### src/rtl/sdcmd_pkg.sv
package sdcmd_pkg;

   typedef enum logic [3:0] {
      C_DESL, C_NOP, C_BST, C_RD, C_WR, C_ACT, C_PRE, C_REF, C_MRS
   } cmd_e;

   typedef enum logic [3:0] {
      B_IDLE, B_ACTV, B_READ, B_WRITE, B_WREC,
      B_RDAP, B_WRAP, B_WRECAP, B_PRE
   } bstate_e;

   typedef enum logic [3:0] {
      RSN_NONE       = 4'd0,
      RSN_REF_BUSY   = 4'd1,
      RSN_MRS_BUSY   = 4'd2,
      RSN_ROW_CLOSED = 4'd3,
      RSN_TRCD       = 4'd4,
      RSN_BANK_OPEN  = 4'd5,
      RSN_TRP        = 4'd6,
      RSN_TRRD       = 4'd7,
      RSN_TRAS       = 4'd8,
      RSN_TDPL       = 4'd9,
      RSN_AP_BUSY    = 4'd10,
      RSN_NOT_IDLE   = 4'd11
   } reason_e;

   function automatic cmd_e decode_pins(logic cs_n, logic ras_n, logic cas_n, logic we_n);
      cmd_e c;
      if (cs_n) c = C_DESL;
      else begin
         case ({ras_n, cas_n, we_n})
            3'b111:  c = C_NOP;
            3'b110:  c = C_BST;
            3'b101:  c = C_RD;
            3'b100:  c = C_WR;
            3'b011:  c = C_ACT;
            3'b010:  c = C_PRE;
            3'b001:  c = C_REF;
            default: c = C_MRS;
         endcase
      end
      return c;
   endfunction

endpackage

### src/rtl/sdcmd_decode.sv
module sdcmd_decode
   import sdcmd_pkg::*;
(
   input  logic clk,
   input  logic rst_n,
   input  logic cke,
   input  logic cs_n,
   input  logic ras_n,
   input  logic cas_n,
   input  logic we_n,
   output cmd_e cmd
);
   logic cke_q;

   always_ff @(posedge clk or negedge rst_n) begin
      if (!rst_n) cke_q <= 1'b0;
      else        cke_q <= cke;
   end

   always_comb begin
      cmd = cke_q ? decode_pins(cs_n, ras_n, cas_n, we_n) : C_NOP;
   end
endmodule

### src/rtl/sdcmd_bank.sv
module sdcmd_bank
   import sdcmd_pkg::*;
#(
   parameter int TRP       = 3,
   parameter int TDPL      = 2,
   parameter int BURST_LEN = 4,
   parameter int SAT       = 7,
   parameter int SW        = 3,
   parameter int TW        = 3
) (
   input  logic          clk,
   input  logic          rst_n,
   input  logic          go_act,
   input  logic          go_rd,
   input  logic          go_wr,
   input  logic          go_ap,
   input  logic          go_pre,
   input  logic          go_stop,
   output bstate_e       st,
   output logic [SW-1:0] since_act
);
   localparam logic [SW-1:0] SAT_C = SW'(SAT);
   localparam logic [TW-1:0] RDB_T = TW'(BURST_LEN);
   localparam logic [TW-1:0] WRB_T = TW'(BURST_LEN - 1);
   localparam logic [TW-1:0] DPL_T = TW'(TDPL - 1);
   localparam logic [TW-1:0] PRC_T = TW'(TRP - 1);
   localparam logic [TW-1:0] PRA_T = TW'(TRP);
   localparam bit            WR_LONG = (BURST_LEN > 1);

   logic [TW-1:0] tmr;

   always_ff @(posedge clk or negedge rst_n) begin
      if (!rst_n) begin
         since_act <= SAT_C;
      end else if (go_act) begin
         since_act <= SW'(1);
      end else if (since_act != SAT_C) begin
         since_act <= since_act + 1'b1;
      end
   end

   always_ff @(posedge clk or negedge rst_n) begin
      if (!rst_n) begin
         st  <= B_IDLE;
         tmr <= '0;
      end else if (go_act) begin
         st  <= B_ACTV;
         tmr <= '0;
      end else if (go_rd) begin
         st  <= go_ap ? B_RDAP : B_READ;
         tmr <= RDB_T;
      end else if (go_wr) begin
         if (WR_LONG) begin
            st  <= go_ap ? B_WRAP : B_WRITE;
            tmr <= WRB_T;
         end else begin
            st  <= go_ap ? B_WRECAP : B_WREC;
            tmr <= DPL_T;
         end
      end else if (go_pre && st != B_IDLE && st != B_PRE) begin
         st  <= B_PRE;
         tmr <= PRC_T;
      end else if (go_stop && st == B_READ) begin
         st  <= B_ACTV;
         tmr <= '0;
      end else if (go_stop && st == B_WRITE) begin
         st  <= B_WREC;
         tmr <= DPL_T;
      end else if (tmr > TW'(1)) begin
         tmr <= tmr - 1'b1;
      end else begin
         tmr <= '0;
         case (st)
            B_READ:   st <= B_ACTV;
            B_WREC:   st <= B_ACTV;
            B_PRE:    st <= B_IDLE;
            B_WRITE:  begin st <= B_WREC;   tmr <= DPL_T; end
            B_WRAP:   begin st <= B_WRECAP; tmr <= DPL_T; end
            B_RDAP:   begin st <= B_PRE;    tmr <= PRA_T; end
            B_WRECAP: begin st <= B_PRE;    tmr <= PRA_T; end
            default:  st <= st;
         endcase
      end
   end
endmodule

### src/rtl/sdcmd_device.sv
module sdcmd_device #(
   parameter int TRC  = 10,
   parameter int TMRD = 2,
   parameter int TRRD = 2
) (
   input  logic clk,
   input  logic rst_n,
   input  logic go_ref,
   input  logic go_mrs,
   input  logic go_act,
   output logic ref_busy,
   output logic mrs_busy,
   output logic rrd_ok
);
   localparam int DW = $clog2((TRC > TMRD ? TRC : TMRD) + 1);
   localparam int GW = $clog2(TRRD + 1);
   localparam logic [DW-1:0] REF_T  = DW'(TRC - 1);
   localparam logic [DW-1:0] MRS_T  = DW'(TMRD - 1);
   localparam logic [GW-1:0] TRRD_C = GW'(TRRD);

   logic [DW-1:0] ref_t, mrs_t;
   logic [GW-1:0] gap;

   always_ff @(posedge clk or negedge rst_n) begin
      if (!rst_n) begin
         ref_t <= '0;
         mrs_t <= '0;
         gap   <= TRRD_C;
      end else begin
         if (go_ref)            ref_t <= REF_T;
         else if (ref_t != '0)  ref_t <= ref_t - 1'b1;
         if (go_mrs)            mrs_t <= MRS_T;
         else if (mrs_t != '0)  mrs_t <= mrs_t - 1'b1;
         if (go_act)            gap <= GW'(1);
         else if (gap != TRRD_C) gap <= gap + 1'b1;
      end
   end

   assign ref_busy = (ref_t != '0);
   assign mrs_busy = (mrs_t != '0);
   assign rrd_ok   = (gap >= TRRD_C);
endmodule

### src/rtl/sdcmd_judge.sv
module sdcmd_judge
   import sdcmd_pkg::*;
#(
   parameter int BANKS = 4,
   parameter int BA_W  = 2,
   parameter int TRCD  = 3,
   parameter int TRAS  = 7,
   parameter int SW    = 3
) (
   input  cmd_e            cmd,
   input  logic [BA_W-1:0] ba,
   input  logic            a10,
   input  bstate_e         st_v    [BANKS],
   input  logic [SW-1:0]   since_v [BANKS],
   input  logic            ref_busy,
   input  logic            mrs_busy,
   input  logic            rrd_ok,
   output logic            bad,
   output logic [BA_W-1:0] bad_bank,
   output reason_e         bad_code
);
   localparam logic [SW-1:0] TRCD_C = SW'(TRCD);
   localparam logic [SW-1:0] TRAS_C = SW'(TRAS);

   function automatic reason_e pre_fault(bstate_e s, logic [SW-1:0] since);
      case (s)
         B_RDAP, B_WRAP, B_WRECAP: return RSN_AP_BUSY;
         B_WRITE, B_WREC:          return RSN_TDPL;
         B_ACTV, B_READ:           return (since < TRAS_C) ? RSN_TRAS : RSN_NONE;
         default:                  return RSN_NONE;
      endcase
   endfunction

   function automatic reason_e access_fault(bstate_e s, logic [SW-1:0] since);
      case (s)
         B_RDAP, B_WRAP, B_WRECAP: return RSN_AP_BUSY;
         B_IDLE, B_PRE:            return RSN_ROW_CLOSED;
         default:                  return (since < TRCD_C) ? RSN_TRCD : RSN_NONE;
      endcase
   endfunction

   function automatic reason_e act_fault(bstate_e s);
      case (s)
         B_IDLE:  return RSN_NONE;
         B_PRE:   return RSN_TRP;
         default: return RSN_BANK_OPEN;
      endcase
   endfunction

   logic    heavy;
   reason_e r;

   always_comb begin
      heavy    = (cmd != C_DESL) && (cmd != C_NOP) && (cmd != C_BST);
      bad_code = RSN_NONE;
      bad_bank = ba;
      r        = RSN_NONE;
      if (heavy && ref_busy) begin
         bad_code = RSN_REF_BUSY;
      end else if (heavy && mrs_busy) begin
         bad_code = RSN_MRS_BUSY;
      end else begin
         case (cmd)
            C_RD, C_WR: bad_code = access_fault(st_v[ba], since_v[ba]);
            C_ACT: begin
               bad_code = act_fault(st_v[ba]);
               if (bad_code == RSN_NONE && !rrd_ok) bad_code = RSN_TRRD;
            end
            C_PRE: begin
               if (a10) begin
                  for (int i = BANKS - 1; i >= 0; i--) begin
                     r = pre_fault(st_v[i], since_v[i]);
                     if (r != RSN_NONE) begin
                        bad_code = r;
                        bad_bank = BA_W'(i);
                     end
                  end
               end else begin
                  bad_code = pre_fault(st_v[ba], since_v[ba]);
               end
            end
            C_REF, C_MRS: begin
               for (int i = BANKS - 1; i >= 0; i--) begin
                  if (st_v[i] != B_IDLE) begin
                     bad_code = RSN_NOT_IDLE;
                     bad_bank = BA_W'(i);
                  end
               end
            end
            default: bad_code = RSN_NONE;
         endcase
      end
      bad = (bad_code != RSN_NONE);
   end
endmodule

### src/rtl/sdcmd_guard.sv
module sdcmd_guard
   import sdcmd_pkg::*;
#(
   parameter int BANKS     = 4,
   parameter int TRCD      = 3,
   parameter int TRAS      = 7,
   parameter int TRP       = 3,
   parameter int TRC       = 10,
   parameter int TRRD      = 2,
   parameter int TDPL      = 2,
   parameter int TMRD      = 2,
   parameter int BURST_LEN = 4,
   parameter int CNT_W     = 8,
   localparam int BA_W     = $clog2(BANKS)
) (
   input  logic             clk,
   input  logic             rst_n,
   input  logic             cke,
   input  logic             cs_n,
   input  logic             ras_n,
   input  logic             cas_n,
   input  logic             we_n,
   input  logic [BA_W-1:0]  ba,
   input  logic             a10,
   output logic             viol_pulse,
   output logic [BA_W-1:0]  viol_bank,
   output logic [3:0]       viol_code,
   output logic [CNT_W-1:0] viol_count
);
   localparam int SAT  = (TRAS > TRCD) ? TRAS : TRCD;
   localparam int SW   = $clog2(SAT + 1);
   localparam int TMAX = (BURST_LEN > TRP) ? ((BURST_LEN > TDPL) ? BURST_LEN : TDPL)
                                           : ((TRP > TDPL) ? TRP : TDPL);
   localparam int TW   = $clog2(TMAX + 1);

   if (BANKS < 2 || (1 << BA_W) != BANKS) begin : g_chk_banks
      $error("BANKS must be a power of two, at least 2");
   end
   if (TRP < 2 || TDPL < 2 || TRC < 2 || TMRD < 2) begin : g_chk_win
      $error("TRP, TDPL, TRC and TMRD must be at least 2");
   end
   if (TRCD < 1 || TRRD < 1 || BURST_LEN < 1 || TRAS < TRCD) begin : g_chk_act
      $error("TRCD, TRRD, BURST_LEN must be positive and TRAS >= TRCD");
   end

   cmd_e          cmd;
   bstate_e       st_v    [BANKS];
   logic [SW-1:0] since_v [BANKS];
   logic          ref_busy, mrs_busy, rrd_ok;
   logic          bad, ok;
   logic [BA_W-1:0] bad_bank;
   reason_e       bad_code;

   sdcmd_decode u_dec (
      .clk(clk), .rst_n(rst_n), .cke(cke), .cs_n(cs_n),
      .ras_n(ras_n), .cas_n(cas_n), .we_n(we_n), .cmd(cmd)
   );

   sdcmd_judge #(
      .BANKS(BANKS), .BA_W(BA_W), .TRCD(TRCD), .TRAS(TRAS), .SW(SW)
   ) u_judge (
      .cmd(cmd), .ba(ba), .a10(a10), .st_v(st_v), .since_v(since_v),
      .ref_busy(ref_busy), .mrs_busy(mrs_busy), .rrd_ok(rrd_ok),
      .bad(bad), .bad_bank(bad_bank), .bad_code(bad_code)
   );

   assign ok = !bad;

   sdcmd_device #(.TRC(TRC), .TMRD(TMRD), .TRRD(TRRD)) u_dev (
      .clk(clk), .rst_n(rst_n),
      .go_ref(ok && cmd == C_REF),
      .go_mrs(ok && cmd == C_MRS),
      .go_act(ok && cmd == C_ACT),
      .ref_busy(ref_busy), .mrs_busy(mrs_busy), .rrd_ok(rrd_ok)
   );

   for (genvar i = 0; i < BANKS; i++) begin : g_bank
      logic hit, rdwr;
      assign hit  = (ba == BA_W'(i));
      assign rdwr = ok && (cmd == C_RD || cmd == C_WR);
      sdcmd_bank #(
         .TRP(TRP), .TDPL(TDPL), .BURST_LEN(BURST_LEN),
         .SAT(SAT), .SW(SW), .TW(TW)
      ) u_bank (
         .clk(clk), .rst_n(rst_n),
         .go_act(ok && cmd == C_ACT && hit),
         .go_rd(ok && cmd == C_RD && hit),
         .go_wr(ok && cmd == C_WR && hit),
         .go_ap(a10),
         .go_pre(ok && cmd == C_PRE && (a10 || hit)),
         .go_stop((cmd == C_BST) || (rdwr && !hit)),
         .st(st_v[i]),
         .since_act(since_v[i])
      );
   end

   always_ff @(posedge clk or negedge rst_n) begin
      if (!rst_n) begin
         viol_pulse <= 1'b0;
         viol_bank  <= '0;
         viol_code  <= '0;
         viol_count <= '0;
      end else begin
         viol_pulse <= bad;
         viol_bank  <= bad ? bad_bank : '0;
         viol_code  <= bad ? bad_code : RSN_NONE;
         if (bad && viol_count != '1) viol_count <= viol_count + 1'b1;
      end
   end
endmodule

### config.mk
export PLATFORM = sky130hd
export DESIGN_NAME = sdcmd_guard
export DESIGN_NICKNAME = d
export VERILOG_FILES = /design/src/rtl/sdcmd_pkg.sv /design/src/rtl/sdcmd_decode.sv /design/src/rtl/sdcmd_bank.sv /design/src/rtl/sdcmd_device.sv /design/src/rtl/sdcmd_judge.sv /design/src/rtl/sdcmd_guard.sv
export SDC_FILE = /design/constraint.sdc
export NUM_CORES = 1
export LEC_CHECK = 0
export BUFFER_PORTS_ARGS = -buffer_cell sky130_fd_sc_hd__buf_2
export CAP_MARGIN = 20
export CORE_AREA = 2 2 83 105
export CTS_CLUSTER_DIAMETER = 150
export DETAILED_ROUTE_END_ITERATION = 16
export DIE_AREA = 0 0 85 107
export PLACE_DENSITY = 0.83
export SLEW_MARGIN = 15
export SYNTH_ARGS = -nofsm -noshare
export SYNTH_HDL_FRONTEND = slang
export SYNTH_SLANG_ARGS = --single-unit
### constraint.sdc
create_clock -name clk -period 8.9 [get_ports clk]
set_input_delay 0.445 -clock clk [delete_from_list [all_inputs] [get_ports clk]]
set_output_delay 0.445 -clock clk [all_outputs]
set_load 0.005 [all_outputs]
# After elaboration in Yosys (flattened, before gate mapping)

Index checks and enable logic that the tools add are counted.

Output and inout bits: 15
Input bits: 10
Bits in registers: 66
Word-level logic and storage cells: 390

Bitwise gates (word level): 1
Order comparisons: 12
Mux-type cells: 148
Reduce and logical (&&, ||, !) cells: 124
Equal/unequal tests: 73
$add $sub $neg: 12

Operators with widths:

| cell                                                                             | number |
|---|---|
| 4-bit 2-to-1 mux                                                                 | 73 |
| 3-bit 2-to-1 mux                                                                 | 41 |
| 4-bit by 3-bit equality test with 1-bit output (second input constant)           | 24 |
| 4-bit one-hot mux with 5 select lines                                            | 4 |
| 4-bit one-hot mux with 3 select lines                                            | 5 |
| 2-bit OR reduction                                                               | 25 |
| 1-bit logical AND                                                                | 49 |
| 4-bit by 2-bit equality test with 1-bit output (second input constant)           | 12 |
| 4-bit nonzero test                                                               | 12 |
| 11-bit nonzero test                                                              | 4 |
| 2-bit 2-to-1 mux                                                                 | 14 |
| 7-bit by 1-bit != test with 1-bit output (second input constant)                 | 4 |
| 4-bit one-hot mux with 7 select lines                                            | 1 |
| 4-bit equality test (second input constant)                                      | 6 |
| 4-bit by 1-bit equality test with 1-bit output (second input constant)           | 5 |
| 2-bit one-hot mux with 2 select lines                                            | 5 |
| 4-bit != test (second input constant)                                            | 4 |
| 4-bit one-hot mux with 4 select lines                                            | 1 |
| 3-bit less-than comparator (second input constant)                               | 5 |
| 3-bit OR reduction                                                               | 5 |
| 2-bit nonzero test                                                               | 7 |
| 3-bit by 1-bit adder with 3-bit output (second input constant)                   | 4 |
| 3-bit equality test (second input constant)                                      | 4 |
| 3-bit by 1-bit greater-than comparator with 1-bit output (second input constant) | 4 |
| 26 further kinds                                                                 | 52 |

# Depth between registers and ports, before layout

Word-level depth: 31
Depth in mapped cells: 14
Gate-level depth less buffers: 13

# Cells and area by module

A second synthesis with hierarchy kept.

Cells, all modules: 622
Area total of the unflattened synthesis: 5504.0 µm²

By module, submodules not included:

| module       | area each (µm²) | seq. area each (µm²) | instances | cells each |
|---|---|---|---|---|
| sdcmd_bank   | 757.0           | 254.0                | 4         | 80 |
| sdcmd_judge  | 949.7           | 0.0                  | 1         | 140 |
| sdcmd_guard  | 904.6           | 375.4                | 1         | 100 |
| sdcmd_device | 540.5           | 251.5                | 1         | 52 |
| sdcmd_decode | 81.3            | 25.0                 | 1         | 10 |

# Least setup slack after synthesis

OpenSTA, ideal clock, no wires.

Path kind: input to register
Start: input port ba[0]
End: register g_bank[2].u_bank.tmr[0]
Arrival time: 3.362 ns
Setup time: 0.120 ns
Data required time: 8.780 ns
Stages: 11
Path slack: 5.418 ns
Path through: buf_6 -> mux4_2 -> nor3_1 -> mux2i_1 -> a22o_1 -> o31a_4 -> inv_4 -> or4_4 -> o31a_1 -> mux2_1 -> a31o_1

Cells in the longest elaborated chain, start to end: 27
Elaborated cells between the ends (all ways): 63
Classes of those cells: 2 x order compare; 9 x eq/ne; 25 x mux; 1 x bitwise; 26 x reduce/logical

Ends and longest elaborated chain:

| element                                                | RTL line                                                | text |
|---|---|---|
| start, declared                                        | sdcmd_guard.sv:23                                       | `input logic [BA_W-1:0] ba,` |
| 2-bit NOT with 3-bit output (implied by the code)      | sdcmd_judge.sv:64, sdcmd_judge.sv:66, sdcmd_judge.sv:79 |  |
| 4-bit binary-select mux with 2-bit select              | sdcmd_judge.sv:64, sdcmd_judge.sv:66, sdcmd_judge.sv:79 |  |
| 4-bit 2-to-1 mux (implied by the code) (2 in series)   | sdcmd_judge.sv:64, sdcmd_judge.sv:66, sdcmd_judge.sv:79 |  |
| 4-bit equality test or 4-bit zero test (tied branches) | sdcmd_judge.sv:35, sdcmd_judge.sv:43                    |  |
| 3-bit one-hot mux with 2 select lines                  | sdcmd_judge.sv:43                                       | `case (s)` |
| 4-bit 2-to-1 mux                                       | sdcmd_judge.sv:63                                       | `case (cmd)` |
| 4-bit 2-to-1 mux                                       | sdcmd_judge.sv:60                                       | `end else if (heavy && mrs_busy) begin` |
| 4-bit 2-to-1 mux                                       | sdcmd_judge.sv:58                                       | `if (heavy && ref_busy) begin` |
| [... 10 more ...]                                      | -                                                       |  |
| 1-bit logical OR                                       | sdcmd_guard.sv:91                                       | `.go_stop((cmd == C_BST) \|\| (rdwr && !hit)),` |
| 1-bit logical AND                                      | sdcmd_bank.sv:66                                        | `end else if (go_stop && st == B_WRITE) begin` |
| 3-bit 2-to-1 mux                                       | sdcmd_bank.sv:66                                        |  |
| 3-bit 2-to-1 mux                                       | sdcmd_bank.sv:63                                        | `end else if (go_stop && st == B_READ) begin` |
| 3-bit 2-to-1 mux                                       | sdcmd_bank.sv:60                                        | `end else if (go_pre && st != B_IDLE && st != B_PRE) begin` |
| 3-bit 2-to-1 mux                                       | sdcmd_bank.sv:52                                        | `end else if (go_wr) begin` |
| 3-bit 2-to-1 mux                                       | sdcmd_bank.sv:49                                        | `end else if (go_rd) begin` |
| 3-bit 2-to-1 mux (*)                                   | sdcmd_bank.sv:46                                        | `end else if (go_act) begin` |
| end signal, assigned                                   | sdcmd_bank.sv:70                                        | `tmr <= tmr - 1'b1;` |
| end, declared                                          | sdcmd_bank.sv:30                                        | `logic [TW-1:0] tmr;` |

Every way passes the cells marked *; elsewhere a longest branch is shown, timed or not. The select of a mux whose other input is x is not followed.
A chain may end at the register's enable or synchronous reset.

# Final worst setup path

Start: register g_bank[1].u_bank.st[2]
End: register g_bank[0].u_bank.st[0]

Cells in the longest elaborated chain, start to end: 26
Elaborated cells between the ends (all ways): 76
Classes of those cells: 16 x eq/ne; 29 x mux; 31 x reduce/logical

Ends and longest elaborated chain:

| element                                                                   | RTL line                             | text |
|---|---|---|
| start, declared                                                           | sdcmd_bank.sv:19                     | `output bstate_e st,` |
| start signal, assigned                                                    | sdcmd_bank.sv:50                     | `st <= go_ap ? B_RDAP : B_READ;` |
| start signal, assigned                                                    | sdcmd_bank.sv:54                     | `st <= go_ap ? B_WRAP : B_WRITE;` |
| start signal, assigned                                                    | sdcmd_bank.sv:57                     | `st <= go_ap ? B_WRECAP : B_WREC;` |
| 4-bit by 3-bit equality test with 1-bit output (tied with other cells)    | sdcmd_judge.sv:26                    | `case (s)` |
| 3-bit OR reduction (tied with other cells)                                | sdcmd_judge.sv:26                    |  |
| 4-bit one-hot mux with 3 select lines or 4-bit 2-to-1 mux (tied branches) | -                                    |  |
| 4-bit 2-to-1 mux (tied with other cells)                                  | sdcmd_judge.sv:70                    | `if (a10) begin` |
| 4-bit 2-to-1 mux or 3-bit one-hot mux with 2 select lines (tied branches) | sdcmd_judge.sv:63, sdcmd_judge.sv:43 |  |
| 4-bit 2-to-1 mux (on tied branches)                                       | sdcmd_judge.sv:60, sdcmd_judge.sv:63 |  |
| 4-bit 2-to-1 mux (on tied branches)                                       | sdcmd_judge.sv:58, sdcmd_judge.sv:60 |  |
| 4-bit nonzero test or 4-bit 2-to-1 mux (tied branches)                    | sdcmd_judge.sv:73, sdcmd_judge.sv:58 |  |
| [... 10 more ...]                                                         | -                                    |  |
| 1-bit logical OR                                                          | sdcmd_guard.sv:91                    |  |
| 1-bit logical AND                                                         | sdcmd_bank.sv:66                     |  |
| 4-bit 2-to-1 mux                                                          | sdcmd_bank.sv:66                     |  |
| 4-bit 2-to-1 mux                                                          | sdcmd_bank.sv:63                     |  |
| 4-bit 2-to-1 mux                                                          | sdcmd_bank.sv:60                     |  |
| 4-bit 2-to-1 mux                                                          | sdcmd_bank.sv:52                     |  |
| 4-bit 2-to-1 mux                                                          | sdcmd_bank.sv:49                     |  |
| 4-bit 2-to-1 mux                                                          | sdcmd_bank.sv:46                     |  |
| end signal, assigned                                                      | sdcmd_bank.sv:50                     |  |
| end signal, assigned                                                      | sdcmd_bank.sv:54                     |  |
| end signal, assigned                                                      | sdcmd_bank.sv:57                     |  |
| end, declared                                                             | sdcmd_bank.sv:19                     |  |

Marks and branches as above.

==> impl_metrics.ini <==
[floorplan]
fp.dieArea_sq_um = 9100
start_util_pct = 64.1
core_area_sq_um = 8100
io_pins = 25
die_y_microns = 107
fp.dieW_microns = 85
rows = 37

[worst_setup_path]
reg2reg_depth = 9
start_kind = flop
path_max_fanout = 17
crit_arrival_ns = 4.25
critPathMaxStageDelay_ns = 1.02
path_cells = mux4_2, nor3_1, mux2i_1, a22o_1, o31a_4, inv_4, a2111oi_2, a211oi_2, mux2_1
critPathCaptureType = flop
required_ns = 9.15
slowest_stage = a2111oi_2
path_delay_family = compound AO/OA/AOI/OAI gates
crit_buf_inv = 1
worstSetupPathType = flop to flop
cp_num_cells = 9

[cts]
clock_sinks = 66
clock_latency_ns = 0.36
hold_buffers = 0
htree_levels = 3
cts.clk_slew.worst_paths_ns = 0.08
post_cts_buffers = 0
cts_root_buf = clkbuf_8
tritoncts = built
clockBufferDepth = 2
cts-resized-gates = 0
cts_buffers = 9

[global_route]
grt_pass1_wl_microns = 24200
grt_max_degree = 67
grt_pass1_vias = 4672
grt_use_total_pct = 34.3
overflow = 0
antenna_found_initial = 0

[status]
status = finished, final reports clean

[timing]
min_period_ns = 3.99
setup_slack_ns = 4.91
tightestPinTransition_ns = 1.16
finalHoldViolations = 0
finClkSkew_ns = 0.0122
finalSetupViolations = 0
timing.fmax_mhz = 251
fin_tns_setup_ns = 0
relSlewSlack_pct = 22.8
rsz0062_at_grt = false
finalMaxSlewViolations = 0
fin_crit_sh_pct = 44.9

[synth]
synth_nets = 645
ys_top_cells_by_area = dfrtp_1 26%, dfstp_2 6.6%, a21oi_1 6.1%, ha_1 4.6%, nor2_1 3.9%
async_flop_share_pct = 100
synth-seq-cells = 66
syn_area_per_cell_sq_um = 8.43
yosysSeqAreaShare_pct = 32.1
synthTopCellsByCount = 63 x a21oi_1, 54 x nor2_1, 53 x dfrtp_1
yosys.area.top_type = dfrtp_1
synth-edff-count = 0
synth_area_sq_um = 5190
netlist_instances = 616
synth.distinct_cells = 80
yosys.area.top_type_share_pct = 25.5
synth_flop_cell = dfrtp_1
synth_warnings = 0
yosysMostFrequentCell = a21oi_1

[worst_hold_path]
worstHoldPathType = primary input to flop
worstHoldPathCells = 1

[route]
drcViolationCount = 0
wl_per_cell_microns = 20.6
drt-vias-per-instance = 6.86
dr.pass1.iters = 6
vias = 4955
ant_nets = 0
dr.first_iter.drc_count = 494
wirelength_microns = 14800

[cells_and_area]
multiInputGateArea_sq_um = 3240
finish.utilization_pct = 68.0
drive_gt1_share_pct = 14.2
antenna_cells = 0
nets = 649
n_fill_cell = 674
regArea_sq_um = 1670
syn_to_final_growth_pct = 6.15

[power]
p_total_w = 0.00180
ir_drop_uv = 198
p_int_w = 0.000984
seqPwrFrac_pct = 34.8
p_switching_w = 0.000817
p_leak_nw = 2.32
power_frac_clock_pct = 14.0
powerDensity_nw_per_um2 = 327
switching_share_pct = 45.4
combPwrFrac_pct = 51.2

[placed_design]
hpwl_microns = 10700
dp_slack_ns = 4.86
place_congestion = 0.994
io_buffers = 24

[run]
max_cap_viol_count = 0
==> final cells by class <==
class	count	area share (%)
Clock buffer	12	3.00
Clock inverter	4	0.590
Inverter	31	2.16
Multi-Input combinational cell	482	58.8
Sequential cell	66	30.3
Tap cell	97	2.20
Timing Repair Buffer	30	3.00
==> power by group through the flow <==
stage	logic [W]	registers [W]	clock network, W
final	0.000922	0.000627	0.000252
after global routing	0.00104	0.000648	0.000271
after CTS	0.000915	0.000621	0.000257
after detailed placement	0.000907	0.000627	0
after global placement	0.000871	0.000620	0
after floorplan	0.000777	0.000529	0
==> placed cells by master, fill, tap and decap left out, types with 13 or more instances in the layout <==
master / n
nand2_1: 43
nand3_1: 21
dfstp_2: 13
a31oi_1: 13
dfrtp_1: 53
o21ai_0: 32
ha_1: 19
nor2_1: 54
buf_2: 24
inv_1: 27
nor3_1: 20
a21oi_1: 63
mux2i_1: 13
==> registers in the layout, indices dropped and copies added, names as in the netlist <==
| signal | count |
|---|---|
| u_dec.cke_q | 1 |
| u_dev.ref_t | 4 |
| g_bank.u_bank.st | 16 |
| g_bank.u_bank.tmr | 12 |
| g_bank.u_bank.since_act | 12 |
| viol_pulse | 1 |
| viol_code | 4 |
| u_dev.gap | 2 |
| viol_count | 8 |
| viol_bank | 2 |
| u_dev.mrs_t | 4 |
==> stage by stage <==
step | hold WS (ns) | std cells | area [sq um]
floorplan | 0.149 | 616 | 5190
global route | 0.189 | 722 | 5510
CTS | 0.186 | 721 | 5500
global placement | 0.477 | 705 | 5300
finish | 0.193 | 722 | 5510
detailed placement | 0.475 | 705 | 5300
==> cell families (layout without fill, tap and decap cells) <==
| kind of cell | count (synthesis) | after routing | synth area share (%) |
|---|---|---|---|
| simple gates | 218 | 218 | 22.1 |
| compound gates | 198 | 198 | 25.5 |
| buf+inv | 68 | 77 | 5.57 |
| flops | 66 | 66 | 32.1 |
| mux | 25 | 25 | 6.41 |
| fa+ha+maj | 22 | 22 | 5.16 |
| xor+xnor | 19 | 19 | 3.21 |
==> per-layer routing <==
layer	vias up	track usage, %	routed length, microns	part of all wire, %
li1	2292	-	-	-
met1	2335	42.4	5710	38
met2	257	54.7	7020	47
met3	71	8.01	1310	8.8
met4	0	19.6	806	5.4
met5	-	0	0	0
==> path summary, 6_finish.rpt <==
path | startpoint | endpoint | slack, ns
max in group asynchronous | rst_n | g_bank[1].u_bank.st[1] | 8.08
min in group asynchronous | rst_n | g_bank[0].u_bank.tmr[0] | 0.26
worst max register to register | g_bank[1].u_bank.st[2] | g_bank[0].u_bank.st[0] | 4.91
worst max-delay path | g_bank[1].u_bank.st[2] | g_bank[0].u_bank.st[0] | 4.91
worst min-delay path | cke | u_dec.cke_q | 0.19
worst min register to register | viol_count[6] | viol_count[6] | 0.49
Power figures use the tool's default switching activity.
